File: config.mk
export PLATFORM = sky130hd
export DESIGN_NAME = tcs_switch
export DESIGN_NICKNAME = d
export VERILOG_FILES = /design/src/rtl/tcs_pkg.sv /design/src/rtl/tcs_rr_arb.sv /design/src/rtl/tcs_in_port.sv /design/src/rtl/tcs_switch.sv
export SDC_FILE = /design/constraint.sdc
export NUM_CORES = 1
export LEC_CHECK = 0
export BUFFER_PORTS_ARGS = -buffer_cell sky130_fd_sc_hd__buf_2
export CAP_MARGIN = 20
export CORE_MARGIN = 4
export CORE_UTILIZATION = 51
export DETAILED_ROUTE_END_ITERATION = 8
export PLACE_DENSITY_LB_ADDON = 0.15
export SYNTH_ARGS = -nofsm -noshare
export SYNTH_HDL_FRONTEND = slang
export SYNTH_HIERARCHICAL = 1
export SYNTH_SLANG_ARGS = --single-unit
File: constraint.sdc
create_clock -name clk -period 2.8 [get_ports clk]
set_input_delay 0.28 -clock clk [delete_from_list [all_inputs] [get_ports clk]]
set_output_delay 0.28 -clock clk [all_outputs]
set_load 0.01 [all_outputs]
File: src/rtl/tcs_pkg.sv
package tcs_pkg;

   // Per-input routing state
   typedef enum logic [1:0] {
      PS_IDLE = 2'd0,   // waiting for a header
      PS_WAIT = 2'd1,   // header taken, requesting an output
      PS_OPEN = 2'd2,   // route held, tokens flow through
      PS_DROP = 2'd3    // bad header, discarding to end of message
   } port_st_e;

endpackage

File: src/rtl/tcs_rr_arb.sv
module tcs_rr_arb #(
   parameter int N = 4
) (
   input  logic         clk,
   input  logic         rst_n,
   input  logic         en,
   input  logic [N-1:0] req,
   output logic [N-1:0] gnt
);

   if (N < 1) begin : g_bad_n
      $error("tcs_rr_arb: N must be at least 1");
   end

   if (N == 1) begin : g_single
      assign gnt = en ? req : '0;
   end else begin : g_rr
      localparam int PW = $clog2(N);

      logic [PW-1:0] ptr_q;
      logic [PW-1:0] ptr_d;
      logic          found;
      int            idx;

      always_comb begin
         gnt   = '0;
         ptr_d = ptr_q;
         found = 1'b0;
         idx   = 0;
         if (en) begin
            for (int k = 0; k < N; k++) begin
               idx = int'(ptr_q) + k;
               if (idx >= N) idx = idx - N;
               if (!found && req[idx]) begin
                  found    = 1'b1;
                  gnt[idx] = 1'b1;
                  ptr_d    = (idx == N - 1) ? '0 : PW'(idx + 1);
               end
            end
         end
      end

      always_ff @(posedge clk or negedge rst_n) begin
         if (!rst_n) ptr_q <= '0;
         else        ptr_q <= ptr_d;
      end
   end

endmodule

File: src/rtl/tcs_in_port.sv
module tcs_in_port
   import tcs_pkg::*;
#(
   parameter int DATA_W   = 8,
   parameter int DEST_W   = 2,
   parameter int N_OUT    = 3,
   parameter int unsigned EOM_CODE = 0
) (
   input  logic              clk,
   input  logic              rst_n,
   input  logic              tok_valid,
   input  logic              tok_ctrl,
   input  logic [DATA_W-1:0] tok_data,
   output logic              tok_ready,
   input  logic              granted,
   input  logic              fwd_ready,
   output port_st_e          state,
   output logic [DEST_W-1:0] dest
);

   localparam logic [DATA_W-1:0] EOM_W = DATA_W'(EOM_CODE);

   port_st_e          st_q;
   logic [DEST_W-1:0] dest_q;
   logic              is_eom;
   logic              hdr_ok;

   assign is_eom = tok_ctrl && (tok_data == EOM_W);
   assign hdr_ok = int'(tok_data[DEST_W-1:0]) < N_OUT;

   always_comb begin
      case (st_q)
         PS_WAIT: tok_ready = 1'b0;
         PS_OPEN: tok_ready = fwd_ready;
         default: tok_ready = 1'b1;
      endcase
   end

   always_ff @(posedge clk or negedge rst_n) begin
      if (!rst_n) begin
         st_q   <= PS_IDLE;
         dest_q <= '0;
      end else begin
         case (st_q)
            PS_IDLE: begin
               if (tok_valid && !tok_ctrl) begin
                  dest_q <= tok_data[DEST_W-1:0];
                  st_q   <= hdr_ok ? PS_WAIT : PS_DROP;
               end
            end
            PS_WAIT: begin
               if (granted) st_q <= PS_OPEN;
            end
            PS_OPEN: begin
               if (tok_valid && fwd_ready && is_eom) st_q <= PS_IDLE;
            end
            default: begin
               if (tok_valid && is_eom) st_q <= PS_IDLE;
            end
         endcase
      end
   end

   assign state = st_q;
   assign dest  = dest_q;

endmodule

File: src/rtl/tcs_switch.sv
module tcs_switch
   import tcs_pkg::*;
#(
   parameter int N_IN   = 4,
   parameter int N_OUT  = 3,
   parameter int DATA_W = 8,
   parameter int DEST_W = 2,
   parameter int unsigned EOM_CODE = 0
) (
   input  logic                          clk,
   input  logic                          rst_n,
   input  logic [N_IN-1:0]               in_valid,
   input  logic [N_IN-1:0]               in_ctrl,
   input  logic [N_IN-1:0][DATA_W-1:0]   in_data,
   output logic [N_IN-1:0]               in_ready,
   output logic [N_OUT-1:0]              out_valid,
   output logic [N_OUT-1:0]              out_ctrl,
   output logic [N_OUT-1:0][DATA_W-1:0]  out_data,
   input  logic [N_OUT-1:0]              out_ready
);

   localparam int IW = (N_IN > 1) ? $clog2(N_IN) : 1;
   localparam logic [DATA_W-1:0] EOM_W = DATA_W'(EOM_CODE);

   if (N_IN < 1 || N_OUT < 1) begin : g_bad_count
      $error("tcs_switch: N_IN and N_OUT must be at least 1");
   end
   if (DEST_W < 1 || DEST_W > DATA_W || DEST_W < $clog2(N_OUT)) begin : g_bad_dest
      $error("tcs_switch: DEST_W must cover N_OUT and fit in DATA_W");
   end
   if (DATA_W < 32 && EOM_CODE >= (32'd1 << DATA_W)) begin : g_bad_eom
      $error("tcs_switch: EOM_CODE does not fit in DATA_W");
   end

   port_st_e                        st [N_IN];
   logic [N_IN-1:0][DEST_W-1:0]     dest;
   logic [N_OUT-1:0][N_IN-1:0]      req;
   logic [N_OUT-1:0][N_IN-1:0]      arb_gnt;
   logic [N_OUT-1:0]                busy_q;
   logic [N_OUT-1:0][IW-1:0]        owner_q;
   logic [N_OUT-1:0]                rel;

   // Input side: one routing state machine per link
   for (genvar i = 0; i < N_IN; i++) begin : g_in
      logic fr;
      logic gr;

      always_comb begin
         fr = 1'b0;
         for (int o = 0; o < N_OUT; o++)
            if (dest[i] == DEST_W'(o)) fr = out_ready[o];
      end

      always_comb begin
         gr = 1'b0;
         for (int o = 0; o < N_OUT; o++) gr = gr | arb_gnt[o][i];
      end

      tcs_in_port #(
         .DATA_W   (DATA_W),
         .DEST_W   (DEST_W),
         .N_OUT    (N_OUT),
         .EOM_CODE (EOM_CODE)
      ) u_port (
         .clk       (clk),
         .rst_n     (rst_n),
         .tok_valid (in_valid[i]),
         .tok_ctrl  (in_ctrl[i]),
         .tok_data  (in_data[i]),
         .tok_ready (in_ready[i]),
         .granted   (gr),
         .fwd_ready (fr),
         .state     (st[i]),
         .dest      (dest[i])
      );
   end

   // Output side: arbiter, owner register and crosspoint column per link
   for (genvar o = 0; o < N_OUT; o++) begin : g_out
      logic          busy_r;
      logic [IW-1:0] own_r;
      logic [IW-1:0] own_d;

      for (genvar i = 0; i < N_IN; i++) begin : g_req
         assign req[o][i] = (st[i] == PS_WAIT) && (dest[i] == DEST_W'(o));
      end

      tcs_rr_arb #(.N(N_IN)) u_arb (
         .clk   (clk),
         .rst_n (rst_n),
         .en    (!busy_r),
         .req   (req[o]),
         .gnt   (arb_gnt[o])
      );

      always_comb begin
         own_d = '0;
         for (int i = 0; i < N_IN; i++)
            if (arb_gnt[o][i]) own_d = IW'(i);
      end

      assign out_valid[o] = busy_r && in_valid[own_r];
      assign out_ctrl[o]  = in_ctrl[own_r];
      assign out_data[o]  = in_data[own_r];
      assign rel[o]       = out_valid[o] && out_ready[o] && out_ctrl[o]
                            && (out_data[o] == EOM_W);

      always_ff @(posedge clk or negedge rst_n) begin
         if (!rst_n) begin
            busy_r <= 1'b0;
            own_r  <= '0;
         end else if (!busy_r) begin
            if (|arb_gnt[o]) begin
               busy_r <= 1'b1;
               own_r  <= own_d;
            end
         end else if (rel[o]) begin
            busy_r <= 1'b0;
         end
      end

      assign busy_q[o]  = busy_r;
      assign owner_q[o] = own_r;
   end

endmodule

# [Word-level counts from Yosys, hierarchy flattened]
# Index checks and enable logic that the tools add are counted.
[word_totals] output_inout_bits=34 elab_cells=496 reg_bits=31
[op_classes] eq_ne=40 n_mux=226 n_addsub=33 reduce_logical=117 bitwise=20 order_cmp=43
[op_table] cell="2-to-1 mux 32 bit" count=24
[op_table] cell="equality test 32 x 3 -> 1 bit, second input constant" count=12
[op_table] cell=">= comparator 32 x 1 -> 1 bit, second input constant" count=12
[op_table] cell="< comparator 32 x 4 -> 1 bit, second input constant" count=12
[op_table] cell=">= comparator 32 x 4 -> 1 bit, second input constant" count=9
[op_table] cell="subtractor 32 x 4 -> 32 bit, second input constant" count=9
[op_table] cell="2-to-1 mux 2 bit" count=50
[op_table] cell="2-to-1 mux 4 bit" count=24
[op_table] cell="2-to-1 mux 1 bit" count=84
[op_table] cell="logical AND 1 bit" count=65
[op_table] cell="logical NOT 8 bit" count=7
[op_table] cell="binary-select mux 8 bit (select 2 bit)" count=3
[op_table] cell="binary-select mux 1 bit (select 2 bit)" count=18
[op_table] cell="OR 4 bit" count=9
[op_table] cell="nonzero test 4 bit" count=7
[op_table] cell="adder 2 bit, second input constant" count=12
[op_table] cell="demux 1 bit (select 2 bit)" count=12
[op_table] cell="2-to-1 mux 8 bit" count=3
[op_table] cell="case mux 2 bit (3 select lines)" count=4
[op_table] cell="AND reduction 2 bit" count=10
[op_table] cell="adder 2 x 2 -> 3 bit, second input constant" count=6
[op_table] cell="equality test 2 x 1 -> 1 bit, second input constant" count=8
[op_table] cell="equality test 2 bit, second input constant" count=8
[op_table] cell="logical NOT 2 bit" count=8
[op_table] cell="13 further kinds" count=63

# [Logic depth before layout (Yosys ltp)]
[depth] ltp_word=24 ltp_mapped=13 depth_no_buf=11

# [Cells and area by module]
# The synthesis kept the hierarchy.
[modules_own_cells] mod="tcs_switch" area_each_um2=1475.2 cells_each=119 instances=1 seq_area_each_um2=225.2
[modules_own_cells] mod="tcs_in_port" area_each_um2=227.7 cells_each=22 instances=4 seq_area_each_um2=100.1
[modules_own_cells] mod="tcs_rr_arb (g_out[1].u_arb)" area_each_um2=530.5 cells_each=60 instances=1 seq_area_each_um2=50.0
[modules_own_cells] mod="tcs_rr_arb (g_out[2].u_arb)" area_each_um2=525.5 cells_each=64 instances=1 seq_area_each_um2=50.0
[modules_own_cells] mod="tcs_rr_arb (g_out[0].u_arb)" area_each_um2=496.7 cells_each=61 instances=1 seq_area_each_um2=50.0

# [Worst setup path before layout]
# Ideal clock, no wire load.
[synth_timing] path_type="register to register" startpoint="register g_out[2].u_arb.g_rr.ptr_q[0]" endpoint="register g_in[0].u_port.st_q[1]" n_path_buf=1 path_stages_with_launch=12 required_time_ns=2.669 path_slack_ns=-0.167 t_arrival_ns=2.836 period_less_slack_ns=2.967 path_cell_list="dfrtp_1 > buf_2 > inv_1 > ha_1 > mux4_2 > clkinv_1 > nor2_1 > a222oi_1 > a21boi_0 > or3_1 > a21oi_1 > a21oi_1"
[synth_rtl] element="start: declaration" line="tcs_rr_arb.sv:20" rtl="logic [PW-1:0] ptr_q;"
[synth_rtl] element="start signal: assignment" line="tcs_rr_arb.sv:45" rtl="else ptr_q <= ptr_d;"
[synth_rtl] element="end signal: assignment" line="tcs_in_port.sv:48" rtl="st_q <= hdr_ok ? PS_WAIT : PS_DROP;"
[synth_rtl] element="end: declaration" line="tcs_in_port.sv:23" rtl="port_st_e st_q;"

==> run_results.csv <==
group,metric,value,unit
pwr,peakVddDrop,189,uV
flow_run,maxCapViolCount,0,
drt,ant_nets,0,
placement,post-place-ws,-94.3,ps
clocking,cts_buffer_depth,2,
logic_synthesis,ys_ff_latch,31,
floorplanning,num_io_pins,79,
clocking,path_clk_slew,80,ps
floorplanning,fp.dieH,95.9,um
final_layout,syn2layout_area_growth,33.4,%
timing,tightest_slew,782,ps
grt,grt.overflow.total,0,
logic_synthesis,yosys-top-cells-area,"dfrtp_1 (20%), mux4_2 (19%), ha_1 (3.8%), mux4_1 (3.3%), nor2_1 (3.2%)",
drt,dr.first_iter.drc_count,345,
drt,drc_errors,0,
final_layout,nNetsFinal,583,
placement,port_buffers,78,
floorplanning,die_area,0.00919,mm^2
logic_synthesis,synth_cells,392,
clocking,cts_tree,"yes",
logic_synthesis,synth_top_area_frac,0.197,
placement,hpwlAfterDp,10.2,mm
timing,clock.fmax,349,MHz
timing,fin_ws,-61.4,ps
run_status,violations,"setup timing",
floorplanning,core,0.00737,mm^2
drt,vias,4210,
pwr,p_per_area,240,mW/mm^2
timing,setup_viol,3,
setup_path,critPathLaunchType,"flop",
floorplanning,start_util,0.534,
logic_synthesis,synthDistinctLibCells,68,
drt,wl,13.6,mm
logic_synthesis,synth-edff-count,0,
clocking,hold_buffers,0,
setup_path,critPathCaptureType,"flop",
grt,grt_first_pass_wirelength,20.9,mm
clocking,cts_sinks,31,
floorplanning,rows,31,
clocking,insertion_delay,290,ps
drt,firstDrtPassIters,6,
drt,viasPerCell,6.73,
grt,grt_start_max_net_pins,32,
timing,slew_viol_final,0,
pwr,power,1.26,mW
grt,groute.usage.overall,0.296,
grt,grt_pass1_vias,4051,
setup_path,path_class,"flop to flop",
timing,slew_headroom,0.479,
logic_synthesis,synth.largest_area_cell,"dfrtp_1",
logic_synthesis,ys.flop_type,"dfrtp_1",
drt,wire_per_inst,21.7,um
logic_synthesis,async_flop_share,1.00,
run_status,status,"finished, violations left",
pwr,p_leak,2.07,nW
logic_synthesis,synth_commonest_cells,"mux4_2 (34), nor2_1 (34), dfrtp_1 (31)",
logic_synthesis,ys.warnings.count,6,
hold_path,min_path_type,"input port to async pin",
clocking,cts_made_buffers,5,
final_layout,diodes,0,
clocking,htreeDepth,2,
timing,hold_viol,0,
timing,period_share,1.02,
floorplanning,die-width,95.9,um
grt,antenna_found_initial,0,
logic_synthesis,synth_seq_area_share,0.197,
logic_synthesis,syn_avg_cell_area,10.0,um^2
timing,worst_clock_skew,6.38,ps
timing,period_needed,2860,ps
placement,place.gp.congestion,0.963,
clocking,cts_root_buf,"clkbuf_8",
final_layout,drive_above_1_share,0.497,
logic_synthesis,syn_area,0.00394,mm^2
setup_path,cp_max_fo,7,
setup_path,cp.required,2970,ps
setup_path,arrival,3030,ps
timing,rsz0062_at_grt,"true",
logic_synthesis,synth_fp_nets,449,
## report_power, final
group	switching, mW	internal [mW]	total [mW]
clock	0.192	0.225	0.417
sequential	0.0294	0.460	0.489
combinational	0.183	0.174	0.357
total	0.404	0.859	1.26
## placed cells by master, fill, tap and decap left out, drive strengths merged, types with 7 or more instances in the layout
cell type  netlist  layout
a21oi           24      24
a21boi           8       8
buf             12     142
ha              12      12
dfrtp           31      31
nor2            34      34
a222oi           7       7
mux2i            9       9
or3              7       7
mux4            39      39
o21ai           27      27
inv             26      27
nor4b           11      11
nand2           11      11
a22oi            7       7
nor4bb           8       8
nor3             8       8
clkbuf           3       8
mux2            10      10
nand3b          11      11
nor4             8       8
## layer usage
metal / global-route usage / wire, um / vias up
li1: - / - / 1863
met1: 0.386 / 5340 / 2086
met2: 0.495 / 6840 / 233
met3: 0.0563 / 1150 / 28
met4: 0.0983 / 265 / 0
met5: 0 / 0 / -
## timing repair
action | 4_1_cts | 5_1_grt
resized for setup | 9 | 58
endpoints found under the setup margin | 6 | 14
setup buffers | 1 | 11
pin swaps | 1 | 38
## critical path: stages, from the launching register on
cell,delay (ps)
dfrtp_1,400
nor4bb_2,460
buf_4,220
mux4_2,380
nor3b_4,90
a222oi_1,410
a21boi_2,130
or3_4,420
a21oi_4,160
a21oi_2,70
## registers in the layout, indices dropped and copies added, names as in the netlist
name                    flops
g_in.u_port/dest            8
g_in.u_port/state           8
g_out.busy_r                3
g_out.own_r                 6
g_out.u_arb/g_rr.ptr_q      6
## final cells by class
class                      count  area, um^2
inverter                      27         101
tap                           99         124
multi-input combinational    319        3250
sequential                    31         783
timing repair buffer         142         893
clock buffer                   8         100
fill                         561        2120
## per-stage QoR
stage / std cells / area [um^2] / hold WS [ps] / utilization / TNS [ps]
CTS: 616 / 4950 / 84.1 / 0.671 / 0
finish: 626 / 5250 / 56.2 / 0.713 / -124
global route: 626 / 5250 / 110 / 0.713 / -815
global placement: 607 / 4790 / 386 / 0.650 / -77.2
detailed placement: 607 / 4790 / 400 / 0.650 / -197
floorplan: 392 / 4000 / -15.6 / - / 0
## cell families (layout without fill, tap and decap cells)
group                      Yosys count  count (layout)  synth area share
xor gates and xnor gates             1               1           0.00222
DFF                                 31              31             0.197
and+or+nand+nor                    142             142             0.243
adders and majority gates           12              12            0.0381
AOI/OAI and AO/OA                  106             106             0.186
buffers and inverters               42             177            0.0534
muxes                               58              58             0.280
## final timing paths
check | startpoint | cells past startpoint | slack, ps | endpoint
max | g_in[3].u_port/state[1] | 9 | -60 | g_in[2].u_port/state[1]
min | rst_n | 1 | 60 | g_out[1].u_arb/g_rr.ptr_q[1]
max reg2reg | g_in[3].u_port/state[1] | 9 | -60 | g_in[2].u_port/state[1]
min reg2reg | g_out[2].busy_r | 1 | 560 | g_out[2].own_r[1]
max in group asynchronous | rst_n | 1 | 2180 | g_in[2].u_port/dest[0]
min in group clk | in_data[25] | 3 | 310 | g_in[3].u_port/state[1]
(Power assumes the default switching activity.)
